==> src/rtl/cache_dir_pkg.sv <==
package cache_dir_pkg;
    localparam int ADDR_W = 16;
    localparam int OFF_W  = 4;
    localparam int SET_W  = 4;
    localparam int TAG_W  = ADDR_W - SET_W - OFF_W;
    localparam int SETS   = 1 << SET_W;
    localparam int WAYS   = 4;
    localparam int WAY_W  = $clog2(WAYS);
    localparam int PLRU_W = WAYS - 1;

    typedef enum logic [1:0] {
        OUT_HIT         = 2'b00,
        OUT_FILL        = 2'b01,
        OUT_EVICT_CLEAN = 2'b10,
        OUT_EVICT_DIRTY = 2'b11
    } outcome_e;

    typedef struct packed {
        logic [SETS-1:0][WAYS-1:0]            valid;
        logic [SETS-1:0][WAYS-1:0]            dirty;
        logic [SETS-1:0][WAYS-1:0][TAG_W-1:0] tag;
        logic [SETS-1:0][PLRU_W-1:0]          plru;
        logic                                 rsp_valid;
        outcome_e                             outcome;
        logic [WAY_W-1:0]                     way;
        logic [TAG_W-1:0]                     vtag;
        logic [SET_W-1:0]                     vset;
    } dir_state_t;
endpackage

==> src/rtl/cache_dir_match.sv <==
module cache_dir_match
    import cache_dir_pkg::*;
(
    input  logic [WAYS-1:0]            valid_i,
    input  logic [WAYS-1:0][TAG_W-1:0] tags_i,
    input  logic [TAG_W-1:0]           tag_i,
    output logic                       hit_o,
    output logic [WAY_W-1:0]           hit_way_o,
    output logic                       free_o,
    output logic [WAY_W-1:0]           free_way_o
);
    logic [WAYS-1:0] hit_vec;

    for (genvar w = 0; w < WAYS; w++) begin : g_cmp
        assign hit_vec[w] = valid_i[w] && (tags_i[w] == tag_i);
    end

    assign hit_o  = |hit_vec;
    assign free_o = ~&valid_i;

    // Descending scan so the lowest index wins.
    always_comb begin
        hit_way_o  = '0;
        free_way_o = '0;
        for (int w = WAYS - 1; w >= 0; w--) begin
            if (hit_vec[w])  hit_way_o  = WAY_W'(w);
            if (!valid_i[w]) free_way_o = WAY_W'(w);
        end
    end
endmodule

==> src/rtl/cache_dir_plru.sv <==
module cache_dir_plru
    import cache_dir_pkg::*;
(
    input  logic [PLRU_W-1:0] bits_i,
    input  logic [WAY_W-1:0]  use_way_i,
    output logic [WAY_W-1:0]  victim_o,
    output logic [PLRU_W-1:0] bits_o
);
    // bit 0: root, bit 1: pair of ways 0/1, bit 2: pair of ways 2/3
    always_comb begin
        if (!bits_i[0]) victim_o = bits_i[1] ? 2'd1 : 2'd0;
        else            victim_o = bits_i[2] ? 2'd3 : 2'd2;
    end

    // Point every node on the path away from the way just used.
    always_comb begin
        bits_o = bits_i;
        unique case (use_way_i)
            2'd0: begin bits_o[0] = 1'b1; bits_o[1] = 1'b1; end
            2'd1: begin bits_o[0] = 1'b1; bits_o[1] = 1'b0; end
            2'd2: begin bits_o[0] = 1'b0; bits_o[2] = 1'b1; end
            default: begin bits_o[0] = 1'b0; bits_o[2] = 1'b0; end
        endcase
    end
endmodule

==> src/rtl/cache_tag_dir.sv <==
module cache_tag_dir
    import cache_dir_pkg::*;
(
    input  logic              clk,
    input  logic              rst,
    input  logic              acc_valid,
    input  logic [ADDR_W-1:0] acc_addr,
    input  logic              acc_write,
    output logic              rsp_valid,
    output logic [1:0]        rsp_outcome,
    output logic [WAY_W-1:0]  rsp_way,
    output logic [TAG_W-1:0]  rsp_victim_tag,
    output logic [SET_W-1:0]  rsp_set
);
    dir_state_t st_q, st_d;

    logic [TAG_W-1:0]  req_tag;
    logic [SET_W-1:0]  req_set;
    logic              hit, free;
    logic [WAY_W-1:0]  hit_way, free_way, victim_way, use_way;
    logic [PLRU_W-1:0] plru_next;

    assign req_tag = acc_addr[ADDR_W-1 -: TAG_W];
    assign req_set = acc_addr[OFF_W +: SET_W];

    cache_dir_match u_match (
        .valid_i    (st_q.valid[req_set]),
        .tags_i     (st_q.tag[req_set]),
        .tag_i      (req_tag),
        .hit_o      (hit),
        .hit_way_o  (hit_way),
        .free_o     (free),
        .free_way_o (free_way)
    );

    assign use_way = hit ? hit_way : (free ? free_way : victim_way);

    cache_dir_plru u_plru (
        .bits_i    (st_q.plru[req_set]),
        .use_way_i (use_way),
        .victim_o  (victim_way),
        .bits_o    (plru_next)
    );

    always_comb begin
        st_d           = st_q;
        st_d.rsp_valid = acc_valid;
        if (acc_valid) begin
            st_d.way  = use_way;
            st_d.vset = req_set;
            st_d.vtag = '0;
            if (hit) begin
                st_d.outcome = OUT_HIT;
                if (acc_write) st_d.dirty[req_set][use_way] = 1'b1;
            end else begin
                if (free) begin
                    st_d.outcome = OUT_FILL;
                end else begin
                    st_d.vtag    = st_q.tag[req_set][use_way];
                    st_d.outcome = st_q.dirty[req_set][use_way] ?
                                   OUT_EVICT_DIRTY : OUT_EVICT_CLEAN;
                end
                st_d.valid[req_set][use_way] = 1'b1;
                st_d.dirty[req_set][use_way] = acc_write;
                st_d.tag[req_set][use_way]   = req_tag;
            end
            st_d.plru[req_set] = plru_next;
        end
    end

    always_ff @(posedge clk) begin
        if (rst) st_q <= '0;
        else     st_q <= st_d;
    end

    assign rsp_valid      = st_q.rsp_valid;
    assign rsp_outcome    = st_q.outcome;
    assign rsp_way        = st_q.way;
    assign rsp_victim_tag = st_q.vtag;
    assign rsp_set        = st_q.vset;
endmodule

==> config.mk <==
export PLATFORM = sky130hd
export DESIGN_NAME = cache_tag_dir
export DESIGN_NICKNAME = d
export VERILOG_FILES = /design/src/rtl/cache_dir_pkg.sv /design/src/rtl/cache_dir_match.sv /design/src/rtl/cache_dir_plru.sv /design/src/rtl/cache_tag_dir.sv
export SDC_FILE = /design/constraint.sdc
export NUM_CORES = 1
export LEC_CHECK = 0
export BUFFER_PORTS_ARGS = -buffer_cell sky130_fd_sc_hd__buf_2
export CAP_MARGIN = 20
export CORE_MARGIN = 2
export CORE_UTILIZATION = 45
export DETAILED_ROUTE_END_ITERATION = 8
export PLACE_DENSITY = 0.71
export SLEW_MARGIN = 20
export SYNTH_ARGS = -nofsm -noshare
export SYNTH_HDL_FRONTEND = slang
export SYNTH_SLANG_ARGS = --single-unit
==> constraint.sdc <==
create_clock -name clk -period 6 [get_ports clk]
set_input_delay 0.3 -clock clk [delete_from_list [all_inputs] [get_ports clk]]
set_output_delay 0.3 -clock clk [all_outputs]
set_load 0.03 [all_outputs]
==> summary by stage <==
STA
In this run the tightest slew margin relative to its limit is 0.276. Across the routed clock network, the largest skew measured is 0.0314 ns. At the pin with the least slew margin, the transition time is 1.09 ns. The final-report max-slew violation count came to 0. The slack of the critical path is 0.928 ns. The highest attainable clock frequency is 0.197 GHz. The number of setup violations in the final report is 0.

Setup repair after global routing left no endpoint under its margin. The ratio of final minimum period to clock period is 0.845. The final hold violation count is 0. The clock period could shrink to 5.07 ns. The sum of negative setup slack is 0 ns.

Synthesis
The total standard cell area after synthesis is 32100 µm². The most used flip-flop cell after synthesis is dfxtp_1. The sequential cell area fraction in the yosys report is 0.439. In the synthesized netlist the async set-or-reset flop fraction comes to 0.

Ranked by instance count, the synthesized netlist is headed by 705 x dfxtp_1, 460 x nor2_1, 368 x a21oi_1. The number of synthesis warnings is 0. Synthesis produced a netlist whose cell count is 3310. The most common cell in the synthesized netlist is dfxtp_1. The number of storage elements in the synthesis netlist is 705. The post-synthesis net count is 3330. The number of synthesized flops with an enable pin is 0. By area the synthesized netlist is led by dfxtp_1 44%, mux4_2 12%, mux2i_1 11%.

The top cell type's share of synthesized area is 0.439. The mean cell area of the mapped netlist is 9.71 µm². After synthesis, the netlist uses 69 different library cells. Summed over all instances, the cell type with the most area after synthesis is dfxtp_1.

Worst hold path
The origin of the worst min-delay path is acc_addr[11]. Along the worst hold path, the cell count comes to 3. The endpoint with the worst hold slack is st_q[380]. The class of the tightest hold or removal check is in2reg.

Place
Before CTS, the worst setup slack after placement is 0.427 ns. Input and output buffers added on the ports amount to 32. The weighted congestion at the end of routability-driven global placement is 0.874. The post-detailed-placement half-perimeter wirelength is 52900 µm. In this run the cell area measured after placement is 32700 µm².

Worst setup path
Of all nets on the critical path, the largest fanout is 63. At the worst endpoint, the arrival time is 5.62 ns. The setup check on the worst reg-to-reg path leaves a slack of 1.13 ns. The data required time of the worst path is 6.55 ns.

The setup path with the least slack is of type in2reg. The kind of end point of the critical path is a register. Measured in cells, the most critical reg-to-reg path has a length of 12. The largest individual stage delay along the critical path comes from the cell nand2b_1. The most numerous cell on the critical path is mux2i_1.

The signal on the critical path passes through buf_8, buf_4, mux4_2, mux2i_1, mux2i_1, xor2_1, nor3_1, nand4_1, nand4bb_1, nand2b_1, nor2_1, nand2_1, a21oi_1. On the worst path, the slowest cell contributes a delay of 0.87 ns. The worst register-to-register path ends at st_q[178]. The category of the worst setup path launch point is an input pin. The startpoint of the worst register-to-register path is st_q[563].

Route
Dividing the detail-routed wire length by the instance count gives 20.5 µm. For this block, the routed nets add up to 85600 µm of wire. The post-route antenna net violation count is 0. The remaining design rule violation count is 0.

The number of detailed-routing iterations run before antenna repair is 5. The number of violations reported at the end of detailed-routing iteration 0 is 2602. The detailed-route via count is 24.4k.

In the routed layout, each cell is associated on average with a via count of 5.85.

Final layout
Relative to the synthesized area, the layout overhead comes to 9.21%. 0 antenna diodes ended up in the layout. The net total in the final layout is 3203. The area of all placed cells without fillers is 35100 µm². The share of post-route cells with drive strength above 1 is 0.155.

Floorplanning
After floorplanning, the core was divided into 97 placement rows. The horizontal die dimension is 271 µm. The die covers 73600 µm². The boundary pin count is 37. The die outline height is 271 µm.

The core region is 70400 µm². For this configuration, the core starts out at a cell density of 0.457.

Power and ir drop
The net switching component of the power is 2.32 mW. The share of total power dissipated in combinational logic is 0.055. Of the total power, the share spent switching nets is 0.235. IR analysis of the VDD net gives a maximum drop of 0.217 mV. The share of total power dissipated in the clock network is 0.466. The relative contribution of sequential cells to total power is 0.479. In this run the power density over the cells is 281 nW/µm². The leakage component of the power is 13.1 nW. The internal power of the cells totals 7.53 mW.

Global route
The initial antenna violation count was 4. For this run, the total global-route usage over all layers was measured as 0.228. The total global routing overflow is 0. Entering global routing, the biggest net connects 205 pins. The first-pass GRT wire length is 134000 µm. The number of global-route vias before repair is 23.2k.

Flow run
Max-cap violations in this run came to 0.

Clocking
The H-tree generated during clock tree synthesis spans 3 levels. The number of buffers created by CTS is 75. Buffers inserted to repair hold after CTS numbered 0. The tree built by TritonCTS fans out to 705 sinks.

The number of setup buffers added after CTS is 0. The post-cts sizing count is 0. The clock transition at the registers of the reported paths is 0.06 ns. The clock passes through at most 3 buffers.

The TritonCTS clock tree is yes. The cell at the root of the clock tree is clkbuf_16. The later pin in the worst-skew pair is clocked with a latency of 0.63 ns.

Run status
The run finished with clean final reports.
-- critical path: cells and delay by family --
| family | cells | cell delay [ns] |
|---|---|---|
| and+or+nand+nor | 6 | 2.85 |
| buffers and inverters | 2 | 0.82 |
| muxes | 3 | 1.19 |
| AOI/OAI and AO/OA | 1 | 0.16 |
| xor gates and xnor gates | 1 | 0.21 |
-- cells by family after synthesis --
| logic type | after synthesis | synth area share |
|---|---|---|
| compound gates | 771 | 0.133 |
| xor+xnor | 31 | 0.00845 |
| buf+inv | 336 | 0.0549 |
| flops | 705 | 0.439 |
| mux | 538 | 0.236 |
| simple gates | 929 | 0.129 |
-- cells in the final DEF (no fill, tap or decap), types with 5 or more instances in the layout --
cell | netlist | routed
a211oi_1 | 68 | 68
a21oi_1 | 368 | 368
a21oi_2 | 9 | 9
a22oi_1 | 18 | 18
and2_1 | 5 | 5
buf_12 | 3 | 14
buf_2 | 63 | 28
buf_4 | 42 | 75
clkbuf_1 | 149 | 18
clkbuf_16 | 0 | 78
clkbuf_8 | 0 | 12
clkinv_2 | 0 | 11
clkinvlp_4 | 0 | 5
dfxtp_1 | 705 | 705
inv_1 | 10 | 10
mux2_2 | 17 | 17
mux2i_1 | 348 | 348
mux4_2 | 173 | 173
nand2_1 | 316 | 316
nand2_2 | 15 | 15
nand2b_1 | 25 | 25
nand3_1 | 20 | 20
nor2_1 | 460 | 458
nor2_2 | 9 | 11
nor2_4 | 8 | 8
nor2_8 | 19 | 19
nor2b_1 | 15 | 14
nor3_1 | 17 | 17
o21ai_0 | 263 | 263
o221ai_1 | 5 | 5
xnor2_1 | 18 | 18
xor2_1 | 13 | 13
-- metal layers --
layer | up-vias | track usage | share of wire | wire length, µm
li1 | 11400 | - | - | -
met1 | 11900 | 0.318 | 0.43 | 37000
met5 | - | 0 | 0.00074 | 63
met4 | 10 | 0.0823 | 0.034 | 2870
met2 | 905 | 0.348 | 0.45 | 38700
met3 | 181 | 0.0487 | 0.082 | 7000
-- worst max path at each step --
stage,startpoint,endpoint,slack [ns],cells past startpoint
finish,acc_addr[5],st_q[178],0.93,13
global route,acc_addr[4],st_q[183],0.62,13
global placement,acc_addr[5],st_q[177],0.45,14
CTS,acc_addr[5],st_q[179],1.09,14
detailed placement,acc_addr[4],st_q[178],0.43,13
floorplan,acc_addr[4],st_q[583],2.06,15
-- state kept, by name (all words and copies together) (netlist names) --
name,cells
rsp_set,4
rsp_outcome,2
rsp_way,2
st_q,688
rsp_victim_tag,8
rsp_valid,1
-- metrics by stage --
| step | std cells | utilization | total power [mW] | hold slack, ns |
|---|---|---|---|---|
| floorplan | 3310 | - | 5.23 | 0.422 |
| global placement | 4046 | 0.464 | 5.36 | 0.433 |
| detailed placement | 4046 | 0.464 | 5.36 | 0.437 |
| CTS | 4178 | 0.499 | 9.90 | 0.0431 |
| global route | 4178 | 0.499 | 10.1 | 0.0640 |
| finish | 4178 | 0.499 | 9.85 | 0.0748 |
-- final cells by class --
class	instances	area, µm²
Clock buffer	107	2170
Inverter	11	41.3
Multi-Input combinational cell	2269	16300
Fill cell	6417	35300
Tap cell	940	1180
Sequential cell	705	14100
Timing Repair Buffer	121	1040
Clock inverter	25	254
-- power by group through the flow --
| stage | Clock (mW) | Combinational, mW | Sequential (mW) |
|---|---|---|---|
| global route | 4.84 | 0.576 | 4.72 |
| detailed placement | 0 | 0.537 | 4.82 |
| CTS | 4.64 | 0.538 | 4.72 |
| floorplan | 0 | 0.410 | 4.82 |
| finish | 4.59 | 0.544 | 4.72 |
| global placement | 0 | 0.536 | 4.82 |
Power figures use the tool's default switching activity.
